===== src/rtl/dsl_pkg.sv =====
`timescale 1ns/1ps
package dsl_pkg;
   localparam int NUM_CH = 2;
   localparam int CH_W   = 1;
   // bit order of the synchronized pin vector
   localparam int PIN_SYNC = 0;
   localparam int PIN_SCLK = 1;
   localparam int PIN_SDIN = 2;
   localparam int PIN_LDAC = 3;
   localparam int NUM_PINS = 4;
endpackage


===== src/rtl/dsl_sync.sv =====
`timescale 1ns/1ps
module dsl_sync #(
   parameter int              WIDTH   = 4,
   parameter int              STAGES  = 2,
   parameter logic [WIDTH-1:0] RST_VAL = '0
) (
   input  logic             clk_i,
   input  logic             rst_ni,
   input  logic [WIDTH-1:0] d_i,
   output logic [WIDTH-1:0] q_o,
   output logic [WIDTH-1:0] fall_o
);
   logic [WIDTH-1:0] last_q;

   for (genvar k = 0; k < STAGES; k++) begin : g_stage
      logic [WIDTH-1:0] r;
      if (k == 0) begin : g_first
         always_ff @(posedge clk_i or negedge rst_ni)
            if (!rst_ni) r <= RST_VAL;
            else         r <= d_i;
      end else begin : g_next
         always_ff @(posedge clk_i or negedge rst_ni)
            if (!rst_ni) r <= RST_VAL;
            else         r <= g_stage[k-1].r;
      end
   end

   assign q_o = g_stage[STAGES-1].r;

   always_ff @(posedge clk_i or negedge rst_ni)
      if (!rst_ni) last_q <= RST_VAL;
      else         last_q <= q_o;

   assign fall_o = last_q & ~q_o;
endmodule


===== src/rtl/dsl_shifter.sv =====
`timescale 1ns/1ps
module dsl_shifter #(
   parameter int FRAME_W = 16,
   localparam int CNT_W  = $clog2(FRAME_W + 1)
) (
   input  logic               clk_i,
   input  logic               rst_ni,
   input  logic               sync_lvl_i,
   input  logic               sync_fall_i,
   input  logic               sclk_fall_i,
   input  logic               sdin_i,
   input  logic               ldac_lvl_i,
   output logic [FRAME_W-1:0] word_o,
   output logic [CNT_W-1:0]   cnt_o,
   output logic               wr_stb_o,
   output logic               auto_o,
   output logic               done_o
);
   logic armed_q;

   always_ff @(posedge clk_i or negedge rst_ni) begin
      if (!rst_ni) begin
         word_o   <= '0;
         cnt_o    <= '0;
         wr_stb_o <= 1'b0;
         auto_o   <= 1'b0;
         done_o   <= 1'b0;
         armed_q  <= 1'b0;
      end else begin
         wr_stb_o <= 1'b0;
         if (sync_fall_i) begin
            cnt_o   <= '0;
            armed_q <= 1'b1;
            done_o  <= 1'b0;
            auto_o  <= ~ldac_lvl_i;
         end else if (armed_q && sync_lvl_i) begin
            armed_q <= 1'b0;              // partial frame dropped
         end else if (armed_q && sclk_fall_i) begin
            word_o <= {word_o[FRAME_W-2:0], sdin_i};
            cnt_o  <= cnt_o + 1'b1;
            if (cnt_o == CNT_W'(FRAME_W - 1)) begin
               armed_q  <= 1'b0;          // gate closes
               done_o   <= 1'b1;
               wr_stb_o <= 1'b1;
            end
         end
      end
   end
endmodule


===== src/rtl/dsl_latches.sv =====
`timescale 1ns/1ps
module dsl_latches
   import dsl_pkg::*;
#(
   parameter int CODE_W = 12
) (
   input  logic                     clk_i,
   input  logic                     rst_ni,
   input  logic                     wr_stb_i,
   input  logic [CH_W-1:0]          sel_i,
   input  logic [CODE_W-1:0]        code_i,
   input  logic                     auto_i,
   input  logic                     ldac_fall_i,
   output logic [NUM_CH*CODE_W-1:0] out_o,
   output logic [NUM_CH-1:0]        pend_o,
   output logic                     upd_stb_o
);
   assign upd_stb_o = ldac_fall_i & (|pend_o);

   for (genvar c = 0; c < NUM_CH; c++) begin : g_ch
      logic [CODE_W-1:0] hold_q, out_q;
      logic              pend_q, hit;

      assign hit = wr_stb_i && (sel_i == CH_W'(c));

      always_ff @(posedge clk_i or negedge rst_ni) begin
         if (!rst_ni) begin
            hold_q <= '0;
            out_q  <= '0;
            pend_q <= 1'b0;
         end else if (hit) begin
            hold_q <= code_i;
            if (auto_i) out_q  <= code_i;
            else        pend_q <= 1'b1;
         end else if (ldac_fall_i && pend_q) begin
            out_q  <= hold_q;
            pend_q <= 1'b0;
         end
      end

      assign out_o[c*CODE_W +: CODE_W] = out_q;
      assign pend_o[c] = pend_q;
   end
endmodule


===== src/rtl/dual_dac_loader.sv =====
`timescale 1ns/1ps
module dual_dac_loader
   import dsl_pkg::*;
#(
   parameter int CODE_W      = 12,
   parameter int PAD_W       = 3,
   parameter int SYNC_STAGES = 2,
   localparam int FRAME_W    = PAD_W + 1 + CODE_W,
   localparam int CNT_W      = $clog2(FRAME_W + 1)
) (
   input  logic              clk_i,
   input  logic              rst_ni,
   input  logic              clr_ni,
   input  logic              sync_ni,
   input  logic              sclk_i,
   input  logic              sdin_i,
   input  logic              ldac_i,
   input  logic              fmt_i,
   output logic [CODE_W-1:0] code_a_o,
   output logic [CODE_W-1:0] code_b_o,
   output logic              frame_done_o,
   output logic              twos_mode_o
);
   if (CODE_W < 2)      $error("CODE_W must be at least 2");
   if (PAD_W < 1)       $error("PAD_W must be at least 1");
   if (SYNC_STAGES < 2) $error("SYNC_STAGES must be at least 2");

   logic                     areset_n;
   logic [NUM_PINS-1:0]      pin_raw, pin_q, pin_fall;
   logic [FRAME_W-1:0]       word;
   logic [CNT_W-1:0]         cnt;
   logic                     wr_stb, auto_mode, upd_stb;
   logic [NUM_CH*CODE_W-1:0] out_flat;
   logic [NUM_CH-1:0]        pend;
   logic                     unused_bits;

   assign areset_n = rst_ni & clr_ni;

   assign pin_raw[PIN_SYNC] = sync_ni;
   assign pin_raw[PIN_SCLK] = sclk_i;
   assign pin_raw[PIN_SDIN] = sdin_i;
   assign pin_raw[PIN_LDAC] = ldac_i;

   dsl_sync #(
      .WIDTH  (NUM_PINS),
      .STAGES (SYNC_STAGES),
      .RST_VAL(NUM_PINS'(4'b1011))
   ) i_sync (
      .clk_i (clk_i),
      .rst_ni(areset_n),
      .d_i   (pin_raw),
      .q_o   (pin_q),
      .fall_o(pin_fall)
   );

   dsl_shifter #(.FRAME_W(FRAME_W)) i_shift (
      .clk_i      (clk_i),
      .rst_ni     (areset_n),
      .sync_lvl_i (pin_q[PIN_SYNC]),
      .sync_fall_i(pin_fall[PIN_SYNC]),
      .sclk_fall_i(pin_fall[PIN_SCLK]),
      .sdin_i     (pin_q[PIN_SDIN]),
      .ldac_lvl_i (pin_q[PIN_LDAC]),
      .word_o     (word),
      .cnt_o      (cnt),
      .wr_stb_o   (wr_stb),
      .auto_o     (auto_mode),
      .done_o     (frame_done_o)
   );

   dsl_latches #(.CODE_W(CODE_W)) i_latch (
      .clk_i      (clk_i),
      .rst_ni     (areset_n),
      .wr_stb_i   (wr_stb),
      .sel_i      (word[CODE_W +: CH_W]),
      .code_i     (word[CODE_W-1:0]),
      .auto_i     (auto_mode),
      .ldac_fall_i(pin_fall[PIN_LDAC]),
      .out_o      (out_flat),
      .pend_o     (pend),
      .upd_stb_o  (upd_stb)
   );

   assign code_a_o    = out_flat[CODE_W-1:0];
   assign code_b_o    = out_flat[2*CODE_W-1:CODE_W];
   assign twos_mode_o = fmt_i;
   assign unused_bits = ^{word[FRAME_W-1:CODE_W+CH_W], pin_fall[PIN_SDIN]};
endmodule


===== config.mk =====
export PLATFORM = sky130hd
export DESIGN_NAME = dual_dac_loader
export DESIGN_NICKNAME = d
export VERILOG_FILES = /design/src/rtl/dsl_pkg.sv /design/src/rtl/dsl_sync.sv /design/src/rtl/dsl_shifter.sv /design/src/rtl/dsl_latches.sv /design/src/rtl/dual_dac_loader.sv
export SDC_FILE = /design/constraint.sdc
export NUM_CORES = 1
export LEC_CHECK = 0
export BUFFER_PORTS_ARGS = -buffer_cell sky130_fd_sc_hd__buf_2
export CAP_MARGIN = 20
export CORE_MARGIN = 8
export CORE_UTILIZATION = 25
export DETAILED_ROUTE_END_ITERATION = 16
export HOLD_SLACK_MARGIN = 0.15
export SKIP_LAST_GASP = 1
export SLEW_MARGIN = 20
export SYNTH_ARGS = -nofsm -noshare
export SYNTH_HDL_FRONTEND = slang
export SYNTH_SLANG_ARGS = --single-unit

===== constraint.sdc =====
create_clock -name clk_i -period 3.1 [get_ports clk_i]
set_input_delay 0.62 -clock clk_i [delete_from_list [all_inputs] [get_ports clk_i]]
set_output_delay 0.62 -clock clk_i [all_outputs]
set_load 0.01 [all_outputs]

After elaboration in Yosys (flattened, before gate mapping)
Index checks and enable logic that the tools add are counted.
{ "totals": {"reg_bits": 84, "inputBits": 8, "out_inout_bits": 26} }
{ "classes": {"n_addsub": 1, "n_eq_ne": 6, "n_mux": 25, "bitwise_logic": 7, "reduce_logical": 20} }
{ "ops": {"columns": ["op", "count"], "rows": [
  ["$mux 12", 5],
  ["$mux 1", 17],
  ["$mux 5", 3],
  ["$reduce_and 2->1", 6],
  ["$ne 2x2->1 const B", 5],
  ["$reduce_bool 2->1", 4],
  ["$logic_and 1x1->1", 6],
  ["$reduce_and 3->1", 2],
  ["$reduce_bool 3->1", 2],
  ["$add 5x1->5 const B", 1],
  ["$eq 5x4->1 const B", 1],
  ["$and 4x4->4", 1],
  ["$not 1->1", 4],
  ["$not 4->4", 1],
  ["$and 1x1->1", 1]
]} }

Longest topological paths before layout
Gate-level depths: netlist of run 1.
{ "logic_depth": {"depth_word": 6, "depth_mapped": 6, "mapped_depth_nobuf": 6} }

By module
A second synthesis of run 1 with hierarchy kept.
{ "hier_totals": {"hier_cells": 209, "area_unflattened_um2": 3438.3} }
{ "by_module_without_submodules": {"columns": ["module", "instances", "cells_each", "area_per_inst_um2"], "rows": [
  ["dsl_latches", 1, 117, 1978.1],
  ["dsl_shifter", 1, 74, 1079.8],
  ["dsl_sync", 1, 16, 366.6],
  ["dual_dac_loader", 1, 2, 13.8]
]} }

Worst setup path after synthesis of run 1
OpenSTA, ideal clock, no wires.
{ "synth_timing": {"kind": "register -> register", "from": "reg i_sync.last_q[1]", "to": "reg i_shift.word_o[10]", "setup_ns": 0.127, "t_arrival_ns": 1.326, "t_required_ns": 2.973, "path_slack_ns": 1.647, "path_stages_with_launch": 5, "path_buffers": 1, "cell_sequence": "dfstp_2 nand3b_4 nor3_4 buf_6 mux2_1"} }
{ "synth_via": {"elab_chain_cells": 3} }
{ "synth_rtl": {"columns": ["item", "line_no", "rtl"], "rows": [
  ["from (decl)", "dsl_sync.sv:13", "logic [WIDTH-1:0] last_q;"],
  ["from (signal assigned)", "dsl_sync.sv:32", "else last_q <= q_o;"],
  ["$and 4x4->4", "dsl_sync.sv:34", "assign fall_o = last_q & ~q_o;"],
  ["$logic_and 1x1->1", "dsl_shifter.sv:38", "end else if (armed_q && sclk_fall_i) begin"],
  ["$reduce_and 3->1 (no line)", null, null],
  ["to (signal assigned)", "dsl_shifter.sv:39", "word_o <= {word_o[FRAME_W-2:0], sdin_i};"],
  ["to (decl)", "dsl_shifter.sv:13", "output logic [FRAME_W-1:0] word_o,"]
]} }
Every way passes these cells.
A chain may end at the register's enable or synchronous reset.

Final worst setup path of run 1
{ "layout_timing": {"from": "reg i_shift.word_o[12]", "to": "reg i_latch.g_ch[0].out_q[8]"} }
{ "layout_via": {"elab_chain_cells": 4} }
{ "layout_rtl": {"columns": ["item", "line_no", "rtl"], "rows": [
  ["$not 1->1 (*)", "dsl_latches.sv:24", "assign hit = wr_stb_i && (sel_i == CH_W'(c));"],
  ["$logic_and 1x1->1 (*)", "dsl_latches.sv:24", null],
  ["$ne 2x2->1 (no line) or $reduce_bool 2->1 (tied branches)", null, null],
  ["$reduce_and 2->1 (no line)", null, null],
  ["to (signal assigned)", "dsl_latches.sv:33", "if (auto_i) out_q <= code_i;"],
  ["to (signal assigned)", "dsl_latches.sv:36", "out_q <= hold_q;"],
  ["to (decl)", "dsl_latches.sv:21", "logic [CODE_W-1:0] hold_q, out_q;"]
]} }
Every way passes the cells marked *; elsewhere a longest branch is shown, timed or not.

==> flow_metrics.py, run 1 <==
metrics = {
    "run_status": {
        "status": "completed",
    },
    "setup_path": {
        "required_ps": 3370,
        "cp_max_fo": 13,
        "r2r_slack_ps": 1240,
        "critical_path.startpoint_type": "flip-flop",
        "endpoint": "i_latch.g_ch[0].out_q[8]",
        "reg2reg_depth": 3,
        "r2r_start": "i_shift.word_o[12]",
        "startpoint": "i_shift.word_o[12]",
        "worstSetupPathType": "reg -> reg",
        "cp.arrival_ps": 2130,
        "r2r-end": "i_latch.g_ch[0].out_q[8]",
        "endpoint_kind": "flip-flop",
    },
    "route": {
        "route.detailed.drc": 0,
        "via_per_inst": 4.36,
        "drtAntennaViolNets": 0,
        "routed_wirelength_mm": 6.94,
        "dr.first_iter.drc_count": 129,
        "wl_per_cell_um": 14.0,
        "firstDrtPassIters": 4,
        "vias": 2164,
    },
    "timing": {
        "fin_ws_ps": 1240,
        "slew_headroom": 0.439,
        "hold_viol_final": 0,
        "setup_viol": 0,
        "rsz0062_at_grt": "no",
        "slew_viol_final": 0,
        "max_freq_mhz": 538,
        "finalWorstPathRequiredPeriod_ps": 1860,
        "finalCritPeriodShare": 0.600,
        "hold-worst-slack_ps": 338,
        "worstMarginPinSlew_ps": 837,
        "fin_setup_tns_ps": 0,
        "finalClockSkew_ps": 8.96,
    },
    "clock_tree": {
        "clock_sinks": 83,
        "clkTransAtPathRegs_ps": 60,
        "postCtsResizedCells": 0,
        "cts_made_buffers": 9,
        "root_buffer": "clkbuf_16",
        "clk_latency_ps": 340,
        "postCtsSetupBuffers": 0,
        "cts_tree": "yes",
        "holdBufCountCts": 0,
        "cts_max_level": 3,
        "clockBufferDepth": 2,
    },
    "pwr": {
        "internal-power_w": 0.00179,
        "clkPwrFrac": 0.477,
        "seqPwrFrac": 0.499,
        "peakVddDrop_mv": 0.330,
        "p_leak_nw": 2.01,
        "switching_share": 0.219,
        "combPwrFrac": 0.025,
        "power_density_nw_per_um2": 571,
        "p_switching_w": 0.000500,
    },
    "worst_hold_path": {
        "hp-class": "in -> async",
    },
    "grt": {
        "grt_pass1_vias": 2218,
        "grt_pass1_wl_mm": 11.7,
        "grt_remaining_overflow": 0,
        "antenna_found_initial": 0,
        "grt_usage": 0.0834,
        "grt_max_degree": 84,
    },
    "cells_and_area": {
        "layout.nets": 325,
        "syn2layout_area_growth_pct": 19.4,
        "fin_util": 0.303,
        "layout_common_cells": "79 x nand2_1, 74 x dfrtp_1, 31 x buf_2",
        "layout-drive-gt1-share": 0.206,
        "fillCellCount": 1341,
        "n_antenna_cell": 0,
        "multiInputGateArea_um2": 1190,
        "layout_commonest_cell": "nand2_1",
        "stdcell_area_um2": 4000,
        "seq_area_um2": 2090,
    },
    "logic_synthesis": {
        "syn_area_per_cell_um2": 11.7,
        "seq_area_frac_synth": 0.623,
        "yosysUniqueCellTypes": 38,
        "synth_ff_type": "dfrtp_1",
        "ys_seq_elements": 83,
        "synth_edf_count": 0,
        "yosys_warnings": 0,
        "postSynthCellCount": 286,
        "async_flop_share": 1.00,
        "syn-num-nets": 296,
        "syn_area_um2": 3350,
    },
    "floorplanning": {
        "core_area_um2": 13200,
        "die-area_um2": 17400,
        "start_util": 0.254,
        "die_h_um": 132,
        "pin_count": 34,
        "rows": 42,
        "die_w_um": 132,
    },
    "placed_design": {
        "post-place-ws_ps": 1020,
        "place.gp.congestion": 0.717,
        "place_area_um2": 3660,
        "place_hpwl_mm": 4.59,
        "port_buffers": 31,
    },
    "flow_run": {
        "maxCapViolCount": 0,
    },
}
## cells in the mapped netlist (all sizes together) (2+ instances only)
master  number  area, µm²
nor2b        4       25.0
nand2b       3       18.8
inv          4       15.0
nor3         3       36.3
a22oi        3       22.5
a21oi        5       25.0
a31oi        2       18.8
a221o       24        240
and3         2       12.5
clkbuf       5       18.8
and2        26        164
o21ai        6       30.0
dfstp        9        236
mux2        13        146
buf          9       53.8
nand2       79        297
ha           2       25.0
dfrtp       74       1850
nand3b       2       27.5
## kinds of logic after synthesis
kind of cell / share of synthesized area
buffers and inverters: 0.0261
muxes: 0.0466
and+or+nand+nor: 0.192
AOI/OAI and AO/OA: 0.105
adders and majority gates: 0.00746
DFF: 0.623
## worst max-delay path, stage by stage, from the launching register on
cell      delay [ps]
dfrtp_1          420
nand2b_1         400
a31oi_2          720
a221o_1          260
## worst min-delay path by stage
stage	startpoint	endpoint	slack, ps	cells past startpoint
4_1_cts	i_sync.g_stage[0].r[2]	i_sync.q_o[2]	350	0
6_report	clr_ni	i_sync.g_stage[0].r[2]	340	2
3_3_place_gp	i_sync.g_stage[0].r[2]	i_sync.q_o[2]	340	0
2_1_floorplan	i_sync.g_stage[0].r[2]	i_sync.q_o[2]	330	0
3_5_place_dp	i_sync.g_stage[0].r[2]	i_sync.q_o[2]	340	0
5_1_grt	clr_ni	i_shift.word_o[0]	360	2
## sequential cells by signal, indices dropped and copies added (netlist names)
register and flops:
i_latch.g_ch.out_q 24, i_shift.auto_o 1, i_sync.g_stage.r 4, i_shift.armed_q 1
i_shift.cnt_o 5, i_shift.wr_stb_o 1, i_sync.last_q 3, i_shift.word_o 13
i_sync.q_o 4, i_latch.g_ch.hold_q 24, i_latch.g_ch.pend_q 2, i_shift.done_o 1
## power groups by stage
| stage | Clock, W | Combinational (W) | Sequential (W) |
|---|---|---|---|
| CTS | 0.00111 | 0.0000544 | 0.00114 |
| detailed placement | 0 | 0.0000545 | 0.00116 |
| global route | 0.00116 | 0.0000667 | 0.00114 |
| global placement | 0 | 0.0000516 | 0.00116 |
| finish | 0.00109 | 0.0000565 | 0.00114 |
| floorplan | 0 | 0.0000456 | 0.00115 |
## final cells by class
cell class                 count  share of cell area
inverter                       4             0.00375
clock buffer                  10              0.0597
timing repair buffer          32              0.0456
tap                          176              0.0550
sequential                    83               0.522
multi-input combinational    185               0.296
clock inverter                 6              0.0178
## metal layers
| layer | track usage | part of all wire |
|---|---|---|
| met5 | 0 | 0 |
| met4 | 0.0287 | 0.013 |
| met2 | 0.137 | 0.49 |
| met1 | 0.0990 | 0.46 |
| met3 | 0.0297 | 0.040 |
## stage by stage
step,cells,power (W)
3_3_place_gp,479,0.00121
5_1_grt,496,0.00237
4_1_cts,495,0.00231
6_report,496,0.00228
3_5_place_dp,479,0.00121
2_1_floorplan,286,0.00119
Note: power is estimated with default switching activity, not from simulation.
==> run 2: changes to the inputs <==
Settings changed: ABC_AREA set to 1.
Clock period 3.1 ns to 1.65 ns, I/O delays scaled along.
==> run 2 against run 1 <==
Compared with the run above:
- cell area shrank 3.7%
- global-route usage barely moved
- largest power group unchanged
- non-clock buffer count rose by 12
==> flow_metrics.py, run 2 <==
metrics = {
    "run_status": {
        "status": "completed",
    },
    "logic_synthesis": {
        "synth_compound_area_frac": 0.0694,
        "synthTopCellsByArea": "dfrtp_1 58%, nand2_1 16%, dfstp_2 7.5%",
        "yosysUniqueCellTypes": 20,
        "synth.most_common_cell": "nand2_1",
        "syn_area_per_cell_um2": 9.67,
        "synth_ff_type": "dfrtp_1",
        "synth_top_area_frac": 0.584,
        "postSynthCellCount": 328,
        "synth_xor_area_frac": 0,
        "async_flop_share": 1.00,
        "yosys_warnings": 0,
        "synthSimpleGateAreaFrac": 0.201,
        "syn-num-nets": 338,
        "ys_seq_elements": 83,
        "synth_top_family_by_area": "simple AND/OR/NAND/NOR gates",
        "seq_area_frac_synth": 0.658,
        "synth_top_area_cell": "dfrtp_1",
        "yosys-top-cells-count": "137 x nand2_1, 74 x dfrtp_1, 26 x inv_1",
        "syn_area_um2": 3170,
        "synthAdderAreaFrac": 0.00789,
        "muxShareOfSynthArea": 0,
        "synth_edf_count": 0,
    },
    "setup_path": {
        "cp_top_family": "simple AND/OR/NAND/NOR gates",
        "critPathMaxStageDelay_ps": 510,
        "r2r_start": "i_sync.last_q[3]",
        "slowest_stage": "dfstp_2",
        "cp_common_cell": "nand2_1",
        "critPathBufInv": 1,
        "cp_cell_sequence": "inv_1, nor2_1, nand3_1, nand2_1, nand2_1, nand2_1",
        "r2r_slack_ps": 190,
        "endpoint_kind": "flip-flop",
        "required_ps": 1920,
        "startpoint": "i_sync.last_q[3]",
        "worstSetupPathType": "reg -> reg",
        "critical_path.startpoint_type": "flip-flop",
        "reg2reg_depth": 6,
        "cp.arrival_ps": 1740,
        "cp_max_fo": 12,
        "r2r-end": "i_latch.g_ch[1].out_q[4]",
    },
    "timing": {
        "setup_viol": 0,
        "finalWorstPathRequiredPeriod_ps": 1460,
        "max_freq_mhz": 683,
        "hold_viol_final": 0,
        "rsz0062_at_grt": "no",
        "finalClockSkew_ps": 11.2,
        "slew_viol_final": 0,
        "slew_headroom": 0.654,
        "finalCritPeriodShare": 0.888,
        "fin_setup_tns_ps": 0,
        "worstMarginPinSlew_ps": 518,
    },
    "worst_hold_path": {
        "hold_path_depth": 0,
        "worstHoldEndpoint": "i_sync.q_o[1]",
        "hp-class": "reg -> reg",
        "hp-start": "i_sync.g_stage[0].r[1]",
    },
    "placed_design": {
        "place_hpwl_mm": 4.58,
        "port_buffers": 31,
        "place.gp.congestion": 0.692,
    },
    "floorplanning": {
        "die_h_um": 129,
        "rows": 41,
        "core_area_um2": 12500,
        "die_w_um": 129,
        "start_util": 0.253,
        "pin_count": 34,
        "die-area_um2": 16600,
    },
    "cells_and_area": {
        "layout.nets": 381,
        "layout_common_cells": "136 x nand2_1, 74 x dfrtp_1, 31 x buf_2",
        "largestRegisters": "i_latch.g_ch.hold_q: 24 flops, i_latch.g_ch.out_q: 24 flops, i_shift.word_o: 13 flops",
        "fin_util": 0.308,
        "syn2layout_area_growth_pct": 21.5,
        "layout_commonest_cell": "nand2_1",
        "layout-drive-gt1-share": 0.186,
        "n_antenna_cell": 0,
        "fillCellCount": 1336,
    },
    "clock_tree": {
        "cts_tree": "yes",
        "clockBufferDepth": 2,
        "root_buffer": "clkbuf_16",
        "postCtsSetupBuffers": 0,
        "clk_latency_ps": 340,
        "clkTransAtPathRegs_ps": 60,
        "cts_max_level": 3,
        "cts_made_buffers": 9,
        "clock_sinks": 83,
    },
    "route": {
        "firstDrtPassIters": 4,
        "route.detailed.drc": 0,
        "vias": 2170,
        "wl_per_cell_um": 11.6,
        "dr.first_iter.drc_count": 114,
        "via_per_inst": 3.96,
        "routed_wirelength_mm": 6.34,
        "drtAntennaViolNets": 0,
    },
    "grt": {
        "antenna_found_initial": 0,
        "grt_remaining_overflow": 0,
        "grt_pass1_vias": 2306,
        "grt_max_degree": 39,
        "grt_usage": 0.0833,
        "grt_pass1_wl_mm": 10.8,
    },
    "pwr": {
        "finalPower_w": 0.00411,
        "peakVddDrop_mv": 0.517,
        "p_leak_nw": 1.97,
        "power_density_nw_per_um2": 1060,
    },
    "flow_run": {
        "maxCapViolCount": 0,
    },
}
run 2: changes by cell type in the layout (fill, tap and decap cells not counted), moves of 8 or more:
cell	previous run	this run
nand3_1	1	9
o21ai_0	2	23
a221o_1	24	0
o21ai_1	4	17
and2_1	22	0
nand2_1	79	136
mux2_1	13	0
inv_1	4	25
run 2: layer usage:
metal | share of wire | GRT usage | wire length, µm
met2 | 0.51 | 0.143 | 3240
met1 | 0.43 | 0.0914 | 2750
met5 | 0 | 0 | 0
met3 | 0.046 | 0.0381 | 294
met4 | 0.0087 | 0.0207 | 55
run 2: repair_timing:
action                                  4_1_cts  5_1_grt
endpoints found under the setup margin        0        7
resized for setup                             0        1
endpoints found under the hold margin        21        0
hold buffers                                  6        0
run 2: where the power goes:
| group | switching [W] | internal (W) | total [W] |
|---|---|---|---|
| logic | 0.000112 | 0.0000540 | 0.000166 |
| clock network | 0.000771 | 0.00103 | 0.00180 |
| registers | 0.0000390 | 0.00210 | 0.00214 |
run 2: cells by family (layout without fill, tap and decap cells):
kind of cell / Yosys count / count (layout)
AO/OA/AOI/OAI: 43 / 43
AND/OR/NAND/NOR: 160 / 160
flip-flops: 83 / 83
buffers and inverters: 40 / 88
adder cells (fa/ha/maj): 2 / 2
run 2: worst max path at each step:
stage,end,slack (ps),cells past startpoint
after detailed placement,i_latch.g_ch[0].out_q[0],150,7
after CTS,i_latch.g_ch[0].out_q[11],140,7
after global routing,i_latch.g_ch[1].out_q[4],20,6
after global placement,i_latch.g_ch[0].out_q[3],220,7
final,i_latch.g_ch[1].out_q[4],190,6
after floorplan,i_latch.g_ch[0].hold_q[0],270,2
run 2: worst reg2reg max path, cell delays in order, from the launching register on:
cell and delay (ps):
dfstp_2 510, inv_1 30, nor2_1 220, nand3_1 150, nand2_1 310, nand2_1 110
nand2_1 80
run 2: through the flow:
step / cell area [µm²] / hold slack, ps / std cells / worst slack, ps
3_5_place_dp: 3530 / 347 / 526 / 153
4_1_cts: 3850 / 356 / 548 / 139
5_1_grt: 3860 / 358 / 548 / 17.8
2_1_floorplan: 3180 / 331 / 328 / 274
6_report: 3860 / 355 / 548 / 186
3_3_place_gp: 3530 / 346 / 526 / 225
run 2: area by class of cell:
cell class | count | area [µm²] | area share
clock inverters | 3 | 23.8 | 0.00616
flip-flops and latches | 83 | 2090 | 0.542
inverters | 28 | 109 | 0.0282
repair buffers | 44 | 293 | 0.0759
clock buffers | 13 | 240 | 0.0623
well taps | 172 | 215 | 0.0558
multi-input cells | 205 | 887 | 0.230
